### src/rtl/modpwr_pkg.sv
// Shared constants and types of the module power state controller.
// Assumes a 10-bit word-aligned byte address split as region[9:8], index[7:2].
package modpwr_pkg;
    localparam int ADDR_W = 10;
    localparam int DATA_W = 32;
    localparam int NS_W   = 5;
    localparam int IDX_W  = 6;

    typedef enum logic [1:0] {
        REG_GLOBAL = 2'd0,
        REG_NEXT   = 2'd1,
        REG_CUR    = 2'd2,
        REG_NONE   = 2'd3
    } region_e;

    localparam logic [NS_W-1:0] ST_OFF  = 5'd0;
    localparam logic [NS_W-1:0] ST_SRST = 5'd1;
    localparam logic [NS_W-1:0] ST_DIS  = 5'd2;
    localparam logic [NS_W-1:0] ST_ON   = 5'd3;

    localparam logic [IDX_W-1:0] IDX_CMD  = 6'd0;
    localparam logic [IDX_W-1:0] IDX_STAT = 6'd1;

    // True when a next-state code names one of the four defined states.
    function automatic logic code_valid(input logic [NS_W-1:0] code);
        return code <= ST_ON;
    endfunction
endpackage

### src/rtl/modpwr_slot.sv
// One module's slot: next-state field, current clock/reset pair, clock-hold timer.
// Assumes go is only raised when no slot is holding its clock.
module modpwr_slot import modpwr_pkg::*; #(
    parameter int HOLD_CYC = 4
) (
    input  logic            clk,
    input  logic            rst_n,
    input  logic            ctl_we,
    input  logic [NS_W-1:0] ctl_wdata,
    input  logic            go,
    output logic [NS_W-1:0] ns_o,
    output logic            clk_en_o,
    output logic            rst_n_o,
    output logic            hold_o
);
    localparam int CNT_W = (HOLD_CYC < 2) ? 1 : $clog2(HOLD_CYC);
    localparam logic [CNT_W-1:0] CNT_LOAD = CNT_W'(HOLD_CYC - 1);

    logic [NS_W-1:0]  ns_q;
    logic             clk_en_q;
    logic             rstn_q;
    logic             hold_q;
    logic [CNT_W-1:0] cnt_q;
    logic             is_on;
    logic             code_ok;
    logic             need_hold;

    assign is_on     = clk_en_q & rstn_q;
    assign code_ok   = code_valid(ns_q);
    assign need_hold = is_on & (ns_q == ST_OFF);

    // Stores the pending next-state code written by software.
    always_ff @(posedge clk) begin
        if (!rst_n) begin
            ns_q <= ST_OFF;
        end else if (ctl_we) begin
            ns_q <= ctl_wdata;
        end
    end

    // Applies the pending code on go, or runs down the clock-hold window.
    always_ff @(posedge clk) begin
        if (!rst_n) begin
            clk_en_q <= 1'b0;
            rstn_q   <= 1'b0;
            hold_q   <= 1'b0;
            cnt_q    <= '0;
        end else if (hold_q) begin
            if (cnt_q == '0) begin
                clk_en_q <= 1'b0;
                hold_q   <= 1'b0;
            end else begin
                cnt_q <= cnt_q - 1'b1;
            end
        end else if (go && code_ok) begin
            if (need_hold) begin
                rstn_q <= 1'b0;
                hold_q <= 1'b1;
                cnt_q  <= CNT_LOAD;
            end else begin
                clk_en_q <= ns_q[0];
                rstn_q   <= ns_q[1];
            end
        end
    end

    assign ns_o     = ns_q;
    assign clk_en_o = clk_en_q;
    assign rst_n_o  = rstn_q;
    assign hold_o   = hold_q;

    // a hold window only opens from the enabled state.
    assert_hold_from_on_R6: assert property (@(posedge clk) disable iff (!rst_n)
        $rose(hold_q) |-> $past(clk_en_q && rstn_q));

    // during the hold window the clock runs while reset is asserted.
    assert_hold_clock_runs_R6: assert property (@(posedge clk) disable iff (!rst_n)
        hold_q |-> (clk_en_q && !rstn_q));

    // outputs move only after go or during a hold window.
    assert_quiet_without_go_R2: assert property (@(posedge clk) disable iff (!rst_n)
        (!$past(go) && !$past(hold_q)) |-> ($stable(clk_en_q) && $stable(rstn_q)));

    // an undefined code leaves the outputs unchanged at go.
    assert_bad_code_keeps_R5: assert property (@(posedge clk) disable iff (!rst_n)
        ($past(go) && !$past(hold_q) && ($past(ns_q) > ST_ON))
            |-> ($stable(clk_en_q) && $stable(rstn_q)));
endmodule

### src/rtl/modpwr_seq.sv
// Transition sequencer: accepts a command when idle and keeps busy until holds end.
// Assumes any_hold comes from registered slot state.
module modpwr_seq import modpwr_pkg::*; (
    input  logic clk,
    input  logic rst_n,
    input  logic cmd_we,
    input  logic go_bit,
    input  logic any_hold,
    output logic go_accept,
    output logic busy
);
    logic busy_q;

    assign go_accept = cmd_we & go_bit & ~busy_q;

    // Sets busy on an accepted command, clears it once no slot holds its clock.
    always_ff @(posedge clk) begin
        if (!rst_n) begin
            busy_q <= 1'b0;
        end else if (go_accept) begin
            busy_q <= 1'b1;
        end else if (busy_q && !any_hold) begin
            busy_q <= 1'b0;
        end
    end

    assign busy = busy_q;

    // busy only rises after a command write with bit 0 set.
    assert_busy_needs_cmd_R7: assert property (@(posedge clk) disable iff (!rst_n)
        $rose(busy_q) |-> $past(cmd_we && go_bit));

    // busy stays up while any slot holds its clock.
    assert_busy_covers_hold_R7: assert property (@(posedge clk) disable iff (!rst_n)
        (busy_q && any_hold) |=> busy_q);

    // once holds are over, busy drops even if a command was written.
    assert_cmd_ignored_busy_R8: assert property (@(posedge clk) disable iff (!rst_n)
        (busy_q && !any_hold) |=> !busy_q);
endmodule

### src/rtl/modpwr_rdmux.sv
// Read multiplexer for the register map; unmapped words read zero.
// Assumes NUM_MODS is at most 64, the size of the index field.
module modpwr_rdmux import modpwr_pkg::*; #(
    parameter int NUM_MODS = 32
) (
    input  region_e                         region,
    input  logic [IDX_W-1:0]                idx,
    input  logic                            busy,
    input  logic [NUM_MODS-1:0][NS_W-1:0]   ns_all,
    input  logic [NUM_MODS-1:0]             clk_all,
    input  logic [NUM_MODS-1:0]             rstn_all,
    output logic [DATA_W-1:0]               rdata
);
    // Selects the addressed word by region and index.
    always_comb begin
        rdata = '0;
        case (region)
            REG_GLOBAL: begin
                if (idx == IDX_STAT) rdata[0] = busy;
            end
            REG_NEXT: begin
                for (int m = 0; m < NUM_MODS; m++) begin
                    if (idx == IDX_W'(m)) rdata[NS_W-1:0] = ns_all[m];
                end
            end
            REG_CUR: begin
                for (int m = 0; m < NUM_MODS; m++) begin
                    if (idx == IDX_W'(m)) rdata[1:0] = {rstn_all[m], clk_all[m]};
                end
            end
            default: rdata = '0;
        endcase
    end
endmodule

### src/rtl/modpwr_ctrl.sv
// Module power state controller top: address decode, per-module slots,
// transition sequencer and read mux. Assumes single-cycle writes and
// combinational reads; address bits 1:0 are ignored.
module modpwr_ctrl import modpwr_pkg::*; #(
    parameter int NUM_MODS = 32,
    parameter int HOLD_CYC = 4
) (
    input  logic                clk,
    input  logic                rst_n,
    input  logic                bus_wr,
    input  logic [ADDR_W-1:0]   bus_addr,
    input  logic [DATA_W-1:0]   bus_wdata,
    output logic [DATA_W-1:0]   bus_rdata,
    output logic [NUM_MODS-1:0] mod_clk_en,
    output logic [NUM_MODS-1:0] mod_rst_n
);
    region_e                       region;
    logic [IDX_W-1:0]              idx;
    logic                          cmd_we;
    logic                          go_accept;
    logic                          busy;
    logic                          any_hold;
    logic [NUM_MODS-1:0]           hold_vec;
    logic [NUM_MODS-1:0][NS_W-1:0] ns_all;
    logic                          unused_bits;

    assign region      = region_e'(bus_addr[ADDR_W-1:ADDR_W-2]);
    assign idx         = bus_addr[IDX_W+1:2];
    assign cmd_we      = bus_wr && (region == REG_GLOBAL) && (idx == IDX_CMD);
    assign any_hold    = |hold_vec;
    assign unused_bits = ^{bus_wdata[DATA_W-1:NS_W], bus_addr[1:0]};

    modpwr_seq i_seq (
        .clk       (clk),
        .rst_n     (rst_n),
        .cmd_we    (cmd_we),
        .go_bit    (bus_wdata[0]),
        .any_hold  (any_hold),
        .go_accept (go_accept),
        .busy      (busy)
    );

    for (genvar g = 0; g < NUM_MODS; g++) begin : g_slot
        logic ctl_we;
        assign ctl_we = bus_wr && (region == REG_NEXT) && (idx == IDX_W'(g));

        modpwr_slot #(.HOLD_CYC(HOLD_CYC)) i_slot (
            .clk       (clk),
            .rst_n     (rst_n),
            .ctl_we    (ctl_we),
            .ctl_wdata (bus_wdata[NS_W-1:0]),
            .go        (go_accept),
            .ns_o      (ns_all[g]),
            .clk_en_o  (mod_clk_en[g]),
            .rst_n_o   (mod_rst_n[g]),
            .hold_o    (hold_vec[g])
        );
    end

    modpwr_rdmux #(.NUM_MODS(NUM_MODS)) i_rdmux (
        .region   (region),
        .idx      (idx),
        .busy     (busy),
        .ns_all   (ns_all),
        .clk_all  (mod_clk_en),
        .rstn_all (mod_rst_n),
        .rdata    (bus_rdata)
    );

    // unmapped region reads zero.
    assert_unmapped_zero_R10: assert property (@(posedge clk) disable iff (!rst_n)
        (region == REG_NONE) |-> (bus_rdata == '0));

    // an accepted command always raises busy on the next cycle.
    assert_go_sets_busy_R3: assert property (@(posedge clk) disable iff (!rst_n)
        go_accept |=> busy);
endmodule

### config.mk
export PLATFORM = sky130hd
export DESIGN_NAME = modpwr_ctrl
export DESIGN_NICKNAME = d
export VERILOG_FILES = /design/src/rtl/modpwr_pkg.sv /design/src/rtl/modpwr_slot.sv /design/src/rtl/modpwr_seq.sv /design/src/rtl/modpwr_rdmux.sv /design/src/rtl/modpwr_ctrl.sv
export SDC_FILE = /design/constraint.sdc
export NUM_CORES = 1
export LEC_CHECK = 0
export BUFFER_PORTS_ARGS = -buffer_cell sky130_fd_sc_hd__buf_2
export CELL_PAD_IN_SITES_DETAIL_PLACEMENT = 2
export CELL_PAD_IN_SITES_GLOBAL_PLACEMENT = 2
export CORE_AREA = 2 2 201 243
export CTS_CLUSTER_DIAMETER = 50
export DETAILED_ROUTE_END_ITERATION = 6
export DIE_AREA = 0 0 203 245
export PLACE_DENSITY_LB_ADDON = 0.3
export SKIP_LAST_GASP = 1
export SYNTH_ARGS = -nofsm -noshare
export SYNTH_HDL_FRONTEND = slang
export SYNTH_SLANG_ARGS = --single-unit
### constraint.sdc
create_clock -name clk -period 3.05 [get_ports clk]
set_input_delay 0.305 -clock clk [delete_from_list [all_inputs] [get_ports clk]]
set_output_delay 0.305 -clock clk [all_outputs]
set_load 0.03 [all_outputs]
## Word-level counts from Yosys, hierarchy flattened

Index checks and enable logic that the tools add are counted.

| operators by class | value |
|---|---|
| add/sub/neg operators | 32 |
| $lt $le $gt $ge | 32 |
| equality and inequality tests | 129 |
| multiplexer cells | 486 |
| bitwise logic cells | 99 |
| reductions and logical operators | 297 |

Operators with widths:

| operator | count |
|---|---|
| $mux 2 | 160 |
| $mux 1 | 291 |
| $reduce_and 3->1 | 64 |
| $le 5x2->1 const B | 32 |
| $logic_not 5->1 | 32 |
| $mux 5 | 32 |
| $reduce_bool 2->1 | 65 |
| $ne 2x2->1 const B | 64 |
| $eq 6x5->1 const B | 16 |
| $logic_and 1x1->1 | 68 |
| $and 1x1->1 | 66 |
| $logic_not 2->1 | 33 |
| $ne 2x1->1 const B | 32 |
| $reduce_and 2->1 | 32 |
| $sub 2x1->2 const B | 32 |
| $eq 6x4->1 const B | 8 |
| $not 1->1 | 33 |
| $reduce_or 32->1 | 1 |
| $eq 6x3->1 const B | 4 |
| $eq 6x2->1 const B | 2 |
| $eq 6x1->1 const B | 1 |
| $logic_not 6->1 | 1 |
| $mux 3 | 1 |
| $pmux 1 s3 | 1 |
| other kinds (4) | 4 |

| storage, ports and cells | value |
|---|---|
| register bits after elaboration | 321 |
| input bits | 45 |
| output and inout port bits | 96 |
| logic and storage cells | 1236 |

## Depth between registers and ports, before layout

Gate-level depths: netlist of the first run.

| depth | value |
|---|---|
| depth in word-level cells | 34 |
| mapped depth | 11 |
| mapped depth without buffers | 7 |

## Modules after synthesis

A second synthesis of the first run with hierarchy kept.

| second synthesis, totals | value |
|---|---|
| cells, all modules | 1909 |
| area total of the unflattened synthesis | 17516.8 um2 |

Modules (own cells, without submodules):

| module | times used | cells each | area an instance (um2) | seq. area each (um2) |
|---|---|---|---|---|
| modpwr_slot | 32 | 43 | 431.7 | 200.2 |
| modpwr_rdmux | 1 | 460 | 3280.6 | 0.0 |
| modpwr_ctrl | 1 | 67 | 377.9 | 0.0 |
| modpwr_seq | 1 | 6 | 45.0 | 20.0 |

## Worst setup path after synthesis of the first run

Ideal clock, no wire load.

| path | value |
|---|---|
| path kind | input port to output port |
| start point | in bus_addr[4] |
| end point | out bus_rdata[3] |
| data arrival time | 2.378 ns |
| required time | 2.745 ns |
| slack | 0.367 ns |
| stages | 8 |
| path buffers | 1 |
| path through | buf_2 or4b_1 or2_2 a311oi_1 o21bai_1 a21oi_1 o21ai_0 a31oi_1 |

| on the way | value |
|---|---|
| word-level cells in the longest chain between the ends | 34 |
| elaborated cells on any way between the ends | 65 |
| those cells by class | eq/ne: 31; mux: 33; reduce/logical: 1 |

Ends and longest elaborated chain:

| element | line | RTL |
|---|---|---|
| start, declared | modpwr_ctrl.sv:11 | `input logic [ADDR_W-1:0] bus_addr,` |
| $logic_not 6->1 | modpwr_rdmux.sv:23 | `if (idx == IDX_W'(m)) rdata[NS_W-1:0] = ns_all[m];` |
| $mux 5 (31 in series) | modpwr_rdmux.sv:23 |  |
| $mux 5 (*) | modpwr_rdmux.sv:23 |  |
| $mux 3 (*) | modpwr_rdmux.sv:17 | `case (region)` |
| end, declared | modpwr_ctrl.sv:13 | `output logic [DATA_W-1:0] bus_rdata,` |

Mark *: on every way between the ends. The rest lies on a longest branch, timed or not.

## Worst setup path after layout of the first run

| path | value |
|---|---|
| start point | in bus_addr[5] |
| end point | out bus_rdata[1] |

| on the way | value |
|---|---|
| word-level cells in the longest chain between the ends | 34 |
| elaborated cells on any way between the ends | 97 |
| those cells by class | eq/ne: 31; mux: 65; reduce/logical: 1 |

Ends and longest elaborated chain:

| element | line |
|---|---|
| $logic_not 6->1 | modpwr_rdmux.sv:23, modpwr_rdmux.sv:28 |
| $mux 2 / $mux 5 (equally long branches) (32 in series) | modpwr_rdmux.sv:28, modpwr_rdmux.sv:23 |
| $pmux 1 s2 (*) | modpwr_rdmux.sv:17 |

Marked as above.

==> flow_metrics.py, run 1 <==
metrics = {
    "outcome": {
        "status": "complete, but fails checks",
        "violations": "negative setup slack",
    },
    "timing": {
        "slew_headroom": 0.2445,
        "finalClockSkew_ns": 0.01535,
        "worst_pin_slew_ns": 1.133,
        "fmax_mhz": 327.5,
        "finalHoldViolations": 0,
        "rsz0062_at_grt": "yes",
        "period_minus_slack_ns": 3.053,
        "final.period_utilization": 1.001,
        "setup_viol": 1,
        "setup_slack_ns": -0.003291,
        "slew_violations": 0,
        "whs_ns": 0.3009,
    },
    "logic_synthesis": {
        "netlist.area_leader.share": 0.3810,
        "seq_area_frac_synth": 0.3810,
        "synth-xor-area-share": 0,
        "synth_top_family_by_area": "compound AO/OA/AOI/OAI gates",
        "ys_ff_latch": 321,
        "async_flop_share": 0,
        "netlist_top_cells_area": "dfxtp_1, a21oi_1, o21ai_0",
        "syn_inst": 2094,
        "yosys_warnings": 0,
        "syn_area_um2": 16870,
        "synthSimpleGateAreaFrac": 0.2144,
        "synth_cell_type_count": 80,
        "synthAdderAreaFrac": 0.02670,
        "synthFlopType": "dfxtp_1",
        "yosysTopAreaCell": "dfxtp_1",
        "synth_edf_count": 0,
        "muxShareOfSynthArea": 0.06705,
        "synth_compound_area_frac": 0.2196,
        "syn_area_per_cell_um2": 8.056,
    },
    "cts": {
        "clkLatencyLatePin_ns": 0.57,
        "tritoncts": "done",
        "path_clk_slew_ns": 0.06,
        "cts_buffer_depth": 3,
        "numCtsBuffers": 43,
        "h-tree-depth": 2,
        "cts-root-buf": "clkbuf_16",
        "cts.sinks": 321,
    },
    "drt": {
        "dr.pass1.iters": 6,
        "drtIter0Drc": 1027,
        "via_per_inst": 5.850,
        "vias": 16180,
        "wire_per_inst_um": 25.66,
        "route.detailed.drc": 0,
        "ant_nets": 0,
        "wirelength_mm": 70.97,
    },
    "setup_path": {
        "worstPathRequired_ns": 2.74,
        "worstPathArrival_ns": 2.75,
        "cp-start-kind": "primary input",
        "crit_path_max_fanout": 11,
        "critPathKind": "in2out",
        "cpMostUsedCell": "buf_4",
        "crit_path_end_kind": "output pin",
        "slowest_delay_ns": 0.48,
        "critical_path.slowest_cell": "nor4_2",
        "path_cells": "buf_2, buf_4, nor4_2, buf_4, a21oi_1, nor3_1, o311ai_1, o211ai_1, buf_4",
    },
    "layout": {
        "fin_nets": 2183,
        "drive_gt1_frac": 0.1560,
        "area_delta_synth_final_pct": 14.35,
    },
    "power_and_ir_drop": {
        "worst_ir_drop_vdd_mv": 0.3719,
        "power_density_nw_per_um2": 513.5,
        "p_leak_nw": 6.721,
    },
    "die": {
        "die_w_um": 203,
        "fp-row-count": 88,
        "start_util": 0.3555,
        "die_area_um2": 49740,
        "fp.dieH_um": 245,
        "ios": 141,
        "core_um2": 47460,
    },
    "placed_design": {
        "dpl.hpwl_mm": 50.12,
        "routabilityCongestion": 0.9333,
        "pre_cts_slack_ns": -0.01194,
        "io_buffers": 84,
    },
    "grt": {
        "grt_pass1_vias": 17470,
        "gr-total-overflow": 0,
        "grt_first_pass_wirelength_mm": 107.3,
        "grt_max_degree": 99,
        "track_usage": 0.2808,
        "antenna_found_initial": 2,
    },
    "job": {
        "maxCapViolations": 0,
    },
    "hold_path": {
        "hold_path.class": "in2reg",
    },
}
-- cell type report --
class / count / area [µm²]
multi-input combinational: 1493 / 9095
sequential: 321 / 6452
clock inverter: 15 / 132.6
antenna: 2 / 5.005
timing repair buffer: 169 / 1241
inverter: 74 / 285.3
tap: 630 / 788.3
clock buffer: 62 / 1290
fill: 5275 / 28170
-- final timing paths --
kind                                      startpoint                                       to  slack (ns)  depth (start not counted)
max                                      bus_addr[5]                             bus_rdata[1]      -0.003                          9
min reg2reg  g_slot[12].i_slot.cnt_q[0]$_SDFFE_PN0P_  g_slot[12].i_slot.cnt_q[0]$_SDFFE_PN0P_        0.46                          2
max reg2reg                  i_seq.busy$_SDFFE_PN0P_  g_slot[19].i_slot.cnt_q[1]$_SDFFE_PN0P_        1.02                          7
min                                            rst_n  g_slot[11].i_slot.cnt_q[0]$_SDFFE_PN0P_        0.30                          3
-- layout by cell type, fill, tap and decap left out, types with 67 or more instances in the layout --
cell and count:
nor2_1 204, buf_4 74, o21ai_0 176, nand3_1 76
mux2i_1 67, buf_2 79, inv_1 72, nand2_1 221
dfxtp_1 306, a21oi_1 241
-- Yosys cell counts (all sizes together) (24+ instances only) --
| cell type | count |
|---|---|
| dfxtp | 321 |
| a21oi | 242 |
| nand2 | 221 |
| nor2 | 207 |
| o21ai | 178 |
| buf | 123 |
| clkbuf | 109 |
| nand3 | 76 |
| inv | 73 |
| mux2i | 68 |
| a211oi | 57 |
| nor3 | 44 |
| nor2b | 39 |
| ha | 36 |
| and2 | 35 |
| a31oi | 32 |
| nor3b | 28 |
| a41o | 24 |
-- report_power, final --
part	internal (W)	total (W)	switching [W]
clock network	0.00304	0.00512	0.00208
registers	0.00419	0.00420	0.00000317
logic	0.000152	0.000591	0.000439
-- layer usage --
metal	GRT usage	wire length [µm]	vias up
met3	0.04036	2754	149
met4	0.1243	3170	0
met2	0.5180	36600	366
met5	0	0	-
met1	0.3195	28450	8309
li1	-	-	7357
-- flip-flops by register name, indices dropped and copies added (netlist names) --
signal,cells
g_slot.i_slot.ns_o,160
g_slot.i_slot.hold_o,32
i_seq.busy,1
g_slot.i_slot.clk_en_o,32
g_slot.i_slot.rst_n_o,32
g_slot.i_slot.cnt_q,64
-- critical path, delay by kind of cell --
kind | cells | cell delay (ns)
buffers and inverters | 4 | 0.94
AOI/OAI and AO/OA | 3 | 0.60
and+or+nand+nor | 2 | 0.90
-- through the flow --
stage / utilization / setup TNS, ns / total power (W) / cell area [µm²] / instances
3_3_place_gp: 0.3734 / 0 / 0.004848 / 17720 / 2684
2_1_floorplan: - / 0 / 0.004647 / 16970 / 2120
5_1_grt: 0.4065 / -0.1150 / 0.01015 / 19290 / 2766
4_1_cts: 0.4037 / -0.01580 / 0.009972 / 19160 / 2761
6_report: 0.4065 / -0.003291 / 0.009905 / 19290 / 2766
3_5_place_dp: 0.3734 / -0.01194 / 0.004857 / 17720 / 2684
-- timing repair --
action	in CTS	in global routing
setup buffers	0	3
resized for setup	7	34
endpoints found under the setup margin	2	5
gates cloned	0	0
hold buffers	0	0
pin swaps	2	9
-- kinds of logic (layout without fill, tap and decap cells) --
| kind of cell | after synthesis | count (layout) |
|---|---|---|
| adders and majority gates | 36 | 36 |
| muxes | 97 | 97 |
| other | 1 | 29 |
| and+or+nand+nor | 710 | 710 |
| DFF | 321 | 321 |
| buffers and inverters | 306 | 320 |
| AOI/OAI and AO/OA | 623 | 623 |
Power figures use the tool's default switching activity.
==> run 2, diff against run 1 <==
Settings changed: CORE_AREA 2 2 201 243 to 2 2 198 239, CTS_BUF_LIST set to sky130_fd_sc_hd__clkbuf_8, DIE_AREA 0 0 203 245 to 0 0 200 241.
==> flow_metrics.py, run 2 (same netlist as run 1, synthesis figures left out) <==
metrics = {
    "setup_path": {
        "r2r_end": "g_slot[4].i_slot.cnt_q[0]$_SDFFE_PN0P_",
        "crit_path_end_kind": "output pin",
        "crit_path_max_fanout": 4,
        "cp-start-kind": "register",
        "worstPathArrival_ns": 2.73,
        "reg2reg_depth": 7,
        "rr_startpoint": "i_seq.busy$_SDFFE_PN0P_",
        "reg2reg_slack_ns": 0.99,
        "critPathKind": "reg2out",
        "worstPathRequired_ns": 2.74,
    },
    "timing": {
        "finalClockSkew_ns": 0.02385,
        "final.period_utilization": 0.9951,
        "worst_pin_slew_ns": 1.105,
        "whs_ns": 0.2231,
        "finalSetupTns_ns": 0,
        "rsz0062_at_grt": "yes",
        "finalHoldViolations": 0,
        "fmax_mhz": 329.5,
        "setup_viol": 0,
        "slew_violations": 0,
        "period_minus_slack_ns": 3.035,
        "slew_headroom": 0.2635,
    },
    "grt": {
        "grt_first_pass_wirelength_mm": 107.0,
        "gr-total-overflow": 0,
        "use_met1": 0.3324,
        "globalRouteMet3Util": 0.05059,
        "grt_max_degree": 115,
        "grt_util_met2": 0.5281,
        "antenna_found_initial": 6,
        "top_usage_layer": "met2",
        "track_usage": 0.2951,
        "grt_pass1_vias": 17560,
    },
    "drt": {
        "ant_nets": 0,
        "route.detailed.drc": 0,
        "via_per_inst": 5.843,
        "drtIter0Drc": 705,
        "dr.pass1.iters": 5,
        "vias": 16260,
        "wire_per_inst_um": 25.51,
        "wirelength_mm": 70.98,
    },
    "cts": {
        "clkLatencyLatePin_ns": 0.66,
        "cts_hold_buf": 0,
        "cts-root-buf": "clkbuf_8",
        "cts_buffer_depth": 3,
        "tritoncts": "done",
        "cts.sinks": 321,
        "h-tree-depth": 2,
        "numCtsBuffers": 56,
        "path_clk_slew_ns": 0.06,
    },
    "layout": {
        "area_delta_synth_final_pct": 13.28,
        "drive_gt1_frac": 0.1713,
        "final_cell_mix": "dfxtp_1, a21oi_1, nand2_1",
        "fill_cells": 5125,
        "seqCellArea_um2": 6442,
        "final_common_cell": "dfxtp_1",
        "final_cell_area_um2": 19110,
        "largest_register_ffs": 160,
        "fin_nets": 2212,
        "multi_input_area_um2": 9200,
    },
    "job": {
        "maxCapViolations": 0,
    },
    "die": {
        "fp-row-count": 86,
        "die_w_um": 200,
        "start_util": 0.3689,
        "ios": 141,
        "fp.dieH_um": 241,
        "core_um2": 45730,
        "die_area_um2": 48200,
    },
    "hold_path": {
        "hold_path.class": "in2reg",
        "worstHoldStart": "rst_n",
        "min_to": "g_slot[13].i_slot.hold_o$_SDFF_PN0_",
        "holdPathStages": 3,
    },
    "placed_design": {
        "routabilityCongestion": 0.9162,
        "io_buffers": 84,
        "dpl_cell_area_um2": 17790,
        "dpl.hpwl_mm": 50.71,
    },
    "power_and_ir_drop": {
        "worst_ir_drop_vdd_mv": 0.2521,
        "power_w": 0.008754,
        "p_leak_nw": 6.713,
        "power_density_nw_per_um2": 458.1,
    },
    "outcome": {
        "status": "complete, no violations",
    },
}
[run 2: cell count changes in the layout (fill, tap and decap cells not counted), sizes merged]
cell / delta
buf: +16
inv: +13
clkbuf: +7
clkinv: -2
clkinvlp: -2
diode: -1
[run 2: area by class of cell]
cell class                 instances  share of cell area
timing repair buffer             185             0.06980
sequential                       321              0.3372
clock inverter                    24            0.006417
tap                              616             0.04034
antenna                            1           0.0001310
clock buffer                      69             0.04970
multi-input combinational       1493              0.4815
inverter                          74             0.01499
[run 2: timing repair]
item,CTS,global route
resized for setup,27,34
pin swaps,6,11
endpoints found under the hold margin,0,0
endpoints found under the setup margin,4,5
setup buffers,2,1
[run 2: worst max-delay path by stage]
| stage | start | endpoint | slack, ns |
|---|---|---|---|
| global route | g_slot[3].i_slot.ns_o[2]$_SDFFE_PN0P_ | bus_rdata[2] | -0.03 |
| global placement | bus_addr[2] | bus_rdata[3] | -0.13 |
| detailed placement | bus_addr[2] | bus_rdata[3] | -0.12 |
| finish | g_slot[1].i_slot.ns_o[1]$_SDFFE_PN0P_ | bus_rdata[1] | 0.02 |
| floorplan | bus_addr[4] | bus_rdata[3] | 0.37 |
| CTS | g_slot[11].i_slot.ns_o[3]$_SDFFE_PN0P_ | bus_rdata[3] | -0.002 |
[run 2: critical path: stages (launching register included)]
cell,delay [ns]
dfxtp_2,0.34
mux4_2,0.51
nand2_2,0.08
a21oi_2,0.06
a2111o_1,0.42
a21oi_2,0.17
o211ai_1,0.22
buf_4,0.25
[run 2: power breakdown]
part	internal [W]	switching, W	leakage [nW]
clock network	0.00209	0.00186	0.626
logic	0.000159	0.000442	3.50
registers	0.00420	0.00000306	2.59
[run 2: per-stage QoR]
step,instances,setup slack (ns),util
2_1_floorplan,2120,0.3667,-
3_3_place_gp,2686,-0.1312,0.3889
3_5_place_dp,2686,-0.1177,0.3889
4_1_cts,2781,-0.002249,0.4148
5_1_grt,2783,-0.02790,0.4178
6_report,2783,0.01506,0.4178
[run 2: metal layers]
metal	up-vias	part of all wire	wire, µm
met5	-	0.00094	67
met3	180	0.045	3199
met4	10	0.055	3893
li1	7392	-	-
met1	8277	0.40	28100
met2	401	0.50	35720
